[src/rtl/irq_accept_gate_pkg.sv]
package irq_accept_gate_pkg;

    // Outcome of one acceptance decision
    typedef enum logic [1:0] {
        PICK_NONE = 2'd0,
        PICK_NMI  = 2'd1,
        PICK_HIGH = 2'd2,
        PICK_LOW  = 2'd3
    } pick_e;

    // Index into the per-level encoder array
    localparam int unsigned LVL_HIGH = 0;
    localparam int unsigned LVL_LOW  = 1;
    localparam int unsigned NUM_LVL  = 2;

endpackage

[src/rtl/irq_cfg_regs.sv]
module irq_cfg_regs #(
    parameter int unsigned N = 8
) (
    input  logic         clk,
    input  logic         rst_n,
    input  logic         wr,
    input  logic [N-1:0] mask_in,
    input  logic [N-1:0] prio_in,
    output logic [N-1:0] mask_q,
    output logic [N-1:0] prio_q
);

    typedef struct packed {
        logic [N-1:0] mask;
        logic [N-1:0] prio;
    } cfg_t;

    cfg_t cfg_d, cfg_q;

    always_comb begin
        cfg_d = cfg_q;
        if (wr) begin
            cfg_d.mask = mask_in;
            cfg_d.prio = prio_in;
        end
    end

    always_ff @(posedge clk or negedge rst_n) begin
        if (!rst_n) begin
            cfg_q.mask <= '1;
            cfg_q.prio <= '0;
        end else begin
            cfg_q <= cfg_d;
        end
    end

    assign mask_q = cfg_q.mask;
    assign prio_q = cfg_q.prio;

endmodule

[src/rtl/irq_first_set.sv]
module irq_first_set #(
    parameter int unsigned N  = 8,
    parameter int unsigned IW = (N > 1) ? $clog2(N) : 1
) (
    input  logic [N-1:0]  vec,
    output logic          found,
    output logic [IW-1:0] idx
);

    // Scan from the top down so the lowest set index is the last one written
    always_comb begin
        found = 1'b0;
        idx   = '0;
        for (int i = N - 1; i >= 0; i--) begin
            if (vec[i]) begin
                found = 1'b1;
                idx   = IW'(i);
            end
        end
    end

endmodule

[src/rtl/irq_accept_gate.sv]
module irq_accept_gate
    import irq_accept_gate_pkg::*;
#(
    parameter int unsigned N  = 8,
    parameter int unsigned VW = $clog2(N + 1)
) (
    input  logic          clk,
    input  logic          rst_n,
    input  logic [N-1:0]  irq_req,
    input  logic          nmi_req,
    input  logic          op_ei,
    input  logic          op_di,
    input  logic          flag_load,
    input  logic          flag_ie,
    input  logic          flag_isp,
    input  logic          cfg_wr,
    input  logic [N-1:0]  cfg_mask,
    input  logic [N-1:0]  cfg_prio,
    output logic          accept,
    output logic [VW-1:0] vec_idx,
    output logic          ie,
    output logic          isp,
    output logic [N-1:0]  mask_o,
    output logic [N-1:0]  prio_o
);

    localparam int unsigned SW = (N > 1) ? $clog2(N) : 1;

    typedef struct packed {
        logic          ie;
        logic          isp;
        logic          nmi_seen;
        logic          accept;
        logic [VW-1:0] vec;
    } gate_t;

    gate_t st_d, st_q;

    logic [N-1:0]  mask_q, prio_q;
    logic [N-1:0]  elig;
    logic          nmi_edge;
    logic [N-1:0]  lvl_vec   [NUM_LVL];
    logic          lvl_found [NUM_LVL];
    logic [SW-1:0] lvl_idx   [NUM_LVL];
    pick_e         pick;

    irq_cfg_regs #(.N(N)) u_cfg (
        .clk     (clk),
        .rst_n   (rst_n),
        .wr      (cfg_wr),
        .mask_in (cfg_mask),
        .prio_in (cfg_prio),
        .mask_q  (mask_q),
        .prio_q  (prio_q)
    );

    // Eligibility: enable, mask clear, and in-service gating of low sources
    always_comb begin
        elig = irq_req & ~mask_q & {N{st_q.ie}} & (st_q.isp ? {N{1'b1}} : prio_q);
        lvl_vec[LVL_HIGH] = elig & prio_q;
        lvl_vec[LVL_LOW]  = elig & ~prio_q;
        nmi_edge = nmi_req & ~st_q.nmi_seen;
    end

    // One encoder per priority level
    for (genvar g = 0; g < NUM_LVL; g++) begin : g_lvl
        irq_first_set #(.N(N), .IW(SW)) u_enc (
            .vec   (lvl_vec[g]),
            .found (lvl_found[g]),
            .idx   (lvl_idx[g])
        );
    end

    always_comb begin
        if (nmi_edge)                 pick = PICK_NMI;
        else if (lvl_found[LVL_HIGH]) pick = PICK_HIGH;
        else if (lvl_found[LVL_LOW])  pick = PICK_LOW;
        else                          pick = PICK_NONE;
    end

    always_comb begin
        st_d          = st_q;
        st_d.nmi_seen = nmi_req;
        st_d.accept   = 1'b0;
        st_d.vec      = '0;
        unique case (pick)
            PICK_NMI: begin
                st_d.accept = 1'b1;
                st_d.vec    = VW'(N);
                st_d.ie     = 1'b0;
            end
            PICK_HIGH: begin
                st_d.accept = 1'b1;
                st_d.vec    = VW'(lvl_idx[LVL_HIGH]);
                st_d.ie     = 1'b0;
                st_d.isp    = 1'b0;
            end
            PICK_LOW: begin
                st_d.accept = 1'b1;
                st_d.vec    = VW'(lvl_idx[LVL_LOW]);
                st_d.ie     = 1'b0;
                st_d.isp    = 1'b1;
            end
            default: begin
                if (flag_load) begin
                    st_d.ie  = flag_ie;
                    st_d.isp = flag_isp;
                end else if (op_di) begin
                    st_d.ie = 1'b0;
                end else if (op_ei) begin
                    st_d.ie = 1'b1;
                end
            end
        endcase
    end

    always_ff @(posedge clk or negedge rst_n) begin
        if (!rst_n) begin
            st_q.ie       <= 1'b0;
            st_q.isp      <= 1'b1;
            st_q.nmi_seen <= 1'b0;
            st_q.accept   <= 1'b0;
            st_q.vec      <= '0;
        end else begin
            st_q <= st_d;
        end
    end

    assign accept  = st_q.accept;
    assign vec_idx = st_q.vec;
    assign ie      = st_q.ie;
    assign isp     = st_q.isp;
    assign mask_o  = mask_q;
    assign prio_o  = prio_q;

endmodule

[config.mk]
export PLATFORM = sky130hd
export DESIGN_NAME = irq_accept_gate
export DESIGN_NICKNAME = d
export VERILOG_FILES = /design/src/rtl/irq_accept_gate_pkg.sv /design/src/rtl/irq_cfg_regs.sv /design/src/rtl/irq_first_set.sv /design/src/rtl/irq_accept_gate.sv
export SDC_FILE = /design/constraint.sdc
export NUM_CORES = 1
export LEC_CHECK = 0
export BUFFER_PORTS_ARGS = -buffer_cell sky130_fd_sc_hd__buf_2
export CORE_UTILIZATION = 44
export DETAILED_ROUTE_END_ITERATION = 10
export GPL_TIMING_DRIVEN = 0
export PLACE_DENSITY_LB_ADDON = 0.05
export SLEW_MARGIN = 15
export SYNTH_ARGS = -nofsm -noshare
export SYNTH_HDL_FRONTEND = slang
export SYNTH_HIERARCHICAL = 1
export SYNTH_SLANG_ARGS = --single-unit
[constraint.sdc]
create_clock -name clk -period 2 [get_ports clk]
set_input_delay 0 -clock clk [delete_from_list [all_inputs] [get_ports clk]]
set_output_delay 0 -clock clk [all_outputs]
set_load 0.05 [all_outputs]
==> impl_table.tex <==
\begin{tabular}{lr}
\hline
Metric & Value \\
\hline
\multicolumn{2}{l}{\textbf{Logic synthesis}} \\
Share of synthesized area occupied by flip-flops and latches & 45.45\% \\
Synthesis-stage register bit count & 24 \\
Post-synth net total & 145 \\
Total number of yosys warnings & 6 \\
Number of standard cells after synthesis & 112 \\
Average cell area after synthesis & 12.02 µm² \\
Syn Std Cell Area & 1346 µm² \\
Cell variety after synth & 31 \\
\multicolumn{2}{l}{\textbf{Clock tree}} \\
Skew-Pair Late Insertion Delay & 0.32 ns \\
Clock-pin transition on the worst setup and hold timing paths & 0.13 ns \\
Number of CTS-inserted buffers & 3 \\
Max clock buf depth & 2 \\
H-tree depth reported by CTS & 1 \\
Clock Root Buffer & sky130\_fd\_sc\_hd\_\_clkbuf\_4 \\
Sinks on the clock net & 24 \\
CTS tree & done \\
\multicolumn{2}{l}{\textbf{Power}} \\
Combinational share of power & a little under two fifths \\
Worst voltage drop across the vdd grid & 0.0004216 V \\
Power Dens Cells & 666.9 nW/µm² \\
Clock share of power & 18.4\% \\
Leakage power summed over all cells & 0.9953 nW \\
Sw Pwr & 513.3 µW \\
Switching part of the total & 36.77\% \\
Fraction of power consumed by sequential logic & 44.3\% \\
Overall power of the completed layout & 1.396 mW \\
Internal portion of total power & 882.6 µW \\
\multicolumn{2}{l}{\textbf{Routing}} \\
First-pass iteration count of the detailed router & 7 \\
Vias after detailed routing & 1238 \\
Vias per inst & 5.383 \\
Total wirelength of the detailed-routed design & 3312 µm \\
Remaining design rule violation count & 2 \\
Average wire per standard cell & between 10 and 15 µm \\
Number of design-rule violations left by the first detailed-router iteration & 29 \\
Number of nets with antenna violations after detailed routing & 0 \\
\multicolumn{2}{l}{\textbf{Die}} \\
Die boundary width & 57.32 µm \\
Total I/O pin count & 56 \\
Num rows & 19 \\
Starting Density & 47.59\% \\
Core region area & 2829 µm² \\
Die height & 57.32 µm \\
Die area & 3285 µm² \\
\multicolumn{2}{l}{\textbf{Timing}} \\
Max-slew violation count & 0 \\
Max-slew headroom & 64.53\% \\
Final Hold Violating Endpoints & 0 \\
Final setup TNS & 0 ns \\
Worst Setup Slack, final & 0.09666 ns \\
Final worst path period share & approximately 95\% \\
Fin crit period & 1.903 ns \\
Post-route clock skew & about 0.0030 ns \\
Maximum achievable frequency & between 500 and 600 MHz \\
Setup-violating endpoint count in the final report & 0 \\
RSZ-0062 raised after global routing & true \\
Transition time at the pin with the least slew margin & approximately 0.53 ns \\
\multicolumn{2}{l}{\textbf{Setup path}} \\
Startpoint kind of the worst setup timing path & flop \\
Terminus of the critical flop-to-flop path & ie \\
Largest fanout on the critical path & 5 \\
Crit path required time & around 2.3 ns \\
Category of the worst setup path capture point & flop \\
Worst R2R Setup Slack & slightly below 0.1 ns \\
Worst path arrival time & between 2 and 2.5 ns \\
Number of cells on the worst reg-to-reg path & 5 \\
Worst reg2reg startpoint & u\_cfg/mask\_q[4] \\
Critical path start-end classification & reg -> reg \\
\multicolumn{2}{l}{\textbf{Global route}} \\
Pin count of the biggest net entering global routing & 25 \\
Global-route wire length before repair & 5354 µm \\
Vias in the first global route & 1226 \\
Global router's overall resource usage & between 20\% and 30\% \\
Number of antenna violations at the first check in global routing & 0 \\
GRT overflow & 0 \\
\multicolumn{2}{l}{\textbf{Worst hold path}} \\
Class of the tightest hold or removal check & in -> reg \\
Number of cells on the worst hold path & 3 \\
Hold wc startpoint & flag\_load \\
Hold worst-path end & isp \\
\multicolumn{2}{l}{\textbf{Flow run}} \\
Max Cap Violations & 0 \\
\multicolumn{2}{l}{\textbf{Cells and area}} \\
Fin util & between 70\% and 80\% \\
Final nets & 233 \\
Register area & 613.1 µm² \\
Fraction of layout cells with a size suffix above 1 & 55.78\% \\
Post-synthesis to final-layout area growth & 55.48\% \\
Number of inserted diodes & 0 \\
FILL cells & between 200 and 250 \\
Area taken by multi-input logic gates & between 700 and 800 µm² \\
Top library cells by usage in the layout, fill and taps aside & sky130\_fd\_sc\_hd\_\_buf\_2, sky130\_fd\_sc\_hd\_\_dlygate4sd3\_1, sky130\_fd\_sc\_hd\_\_dfrtp\_1 \\
Most frequent standard cell in the layout excluding fill and tap cells & sky130\_fd\_sc\_hd\_\_buf\_2 \\
\multicolumn{2}{l}{\textbf{Place}} \\
Detailed placer's ending HPWL & 2224 µm \\
Port Buf Inserts & 54 \\
Gpl congestion & 0.8470 \\
Setup WS pre-CTS & -0.1585 ns \\
\multicolumn{2}{l}{\textbf{Run status}} \\
Violations in the final reports & design-rule violations \\
Outcome & finished, violations left \\
\hline
\end{tabular}
-- power groups by stage --
stage / registers (mW) / logic (mW) / clock network, mW
final: 0.618 / 0.521 / 0.257
after global routing: 0.628 / 0.550 / 0.292
after floorplan: 0.769 / 0.172 / 0
after CTS: 0.601 / 0.523 / 0.269
after detailed placement: 0.606 / 0.456 / 0
after global placement: 0.601 / 0.450 / 0
-- repair_timing --
item	in CTS	in global routing
setup buffers	2	0
resized for setup	8	6
pin swaps	3	2
endpoints found under the hold margin	42	0
hold buffers	28	0
setup endpoints to repair	5	6
-- area by class of cell --
cell class | instances | area share, %
multi-input combinational | 76 | 35.92
clock buffer | 4 | 1.733
timing repair buffer | 84 | 27.02
buffer | 7 | 3.467
tap | 31 | 1.853
inverter | 4 | 0.7173
sequential | 24 | 29.29
-- flip-flops by register name, indices dropped and copies added, names as in the netlist --
register,count
u_cfg/prio_q,8
ie,1
vec_idx,4
accept,1
isp,1
st_q,1
u_cfg/mask_q,8
-- through the flow --
| stage | std cells | cell area, µm² | hold WS (ns) |
|---|---|---|---|
| floorplan | 112 | 1373 | -0.2956 |
| global placement | 197 | 1682 | -0.004977 |
| detailed placement | 197 | 1682 | 0.005861 |
| CTS | 231 | 2057 | 0.02582 |
| global route | 230 | 2093 | 0.05527 |
| finish | 230 | 2093 | 0.04572 |
-- critical path, stage by stage (launching register included) --
cell and delay (ns):
sky130_fd_sc_hd__dfstp_2 0.58, sky130_fd_sc_hd__and4b_2 0.28, sky130_fd_sc_hd__nor4_4 0.31, sky130_fd_sc_hd__nand2_1 0.16, sky130_fd_sc_hd__or3_4 0.42, sky130_fd_sc_hd__a21oi_2 0.10
-- kinds of logic after synthesis --
group	Yosys count	share of synthesized area (%)
AND/OR/NAND/NOR	44	23.14
flip-flops	24	45.45
AO/OA/AOI/OAI	16	8.364
multiplexers	16	16.17
buffers and inverters	12	6.877
-- routing by layer --
layer / GRT usage, % / routed length, µm
met5: 0 / 0
met4: 10.45 / 99
met3: 2.268 / 122
met2: 39.83 / 1735
met1: 24.53 / 1354
-- worst max path at each step --
stage | slack (ns) | depth (start not counted) | startpoint | endpoint
finish | 0.1 | 5 | u_cfg/mask_q[4] | ie
global route | 0.002 | 5 | u_cfg/mask_q[3] | ie
CTS | 0.002 | 6 | ie | ie
detailed placement | -0.16 | 8 | ie | vec_idx[1]
global placement | -0.14 | 8 | ie | vec_idx[0]
floorplan | 0.005 | 7 | ie | ie
-- Yosys cell counts --
cell	number	share of area, %
sky130_fd_sc_hd__dfrtp_1	15	28
sky130_fd_sc_hd__mux2_4	10	11
sky130_fd_sc_hd__dfstp_2	9	18
sky130_fd_sc_hd__nor2_1	9	2.5
sky130_fd_sc_hd__and4b_1	7	5.2
sky130_fd_sc_hd__nor4b_1	7	4.6
sky130_fd_sc_hd__mux2_2	6	5.0
sky130_fd_sc_hd__nand2_1	5	1.4
sky130_fd_sc_hd__nor2b_1	5	2.3
sky130_fd_sc_hd__a22oi_1	4	2.2
sky130_fd_sc_hd__buf_4	4	2.2
sky130_fd_sc_hd__inv_1	4	1.1
sky130_fd_sc_hd__a211oi_1	2	1.1
sky130_fd_sc_hd__a21oi_1	2	0.74
sky130_fd_sc_hd__buf_6	2	1.7
sky130_fd_sc_hd__nor4_1	2	0.93
sky130_fd_sc_hd__nor4_2	2	1.9
sky130_fd_sc_hd__o21ai_0	2	0.74
sky130_fd_sc_hd__o21bai_1	2	1.1
sky130_fd_sc_hd__o41ai_1	2	1.3
sky130_fd_sc_hd__a21oi_2	1	0.65
sky130_fd_sc_hd__buf_12	1	1.5
sky130_fd_sc_hd__clkbuf_2	1	0.37
sky130_fd_sc_hd__nand2b_1	1	0.46
sky130_fd_sc_hd__nand3b_1	1	0.56
sky130_fd_sc_hd__nor2b_4	1	1.0
sky130_fd_sc_hd__nor3b_1	1	0.56
sky130_fd_sc_hd__o22ai_1	1	0.46
sky130_fd_sc_hd__or2_2	1	0.46
sky130_fd_sc_hd__or3_1	1	0.46
sky130_fd_sc_hd__or3_4	1	0.84
Note: power is estimated with default switching activity, not from simulation.
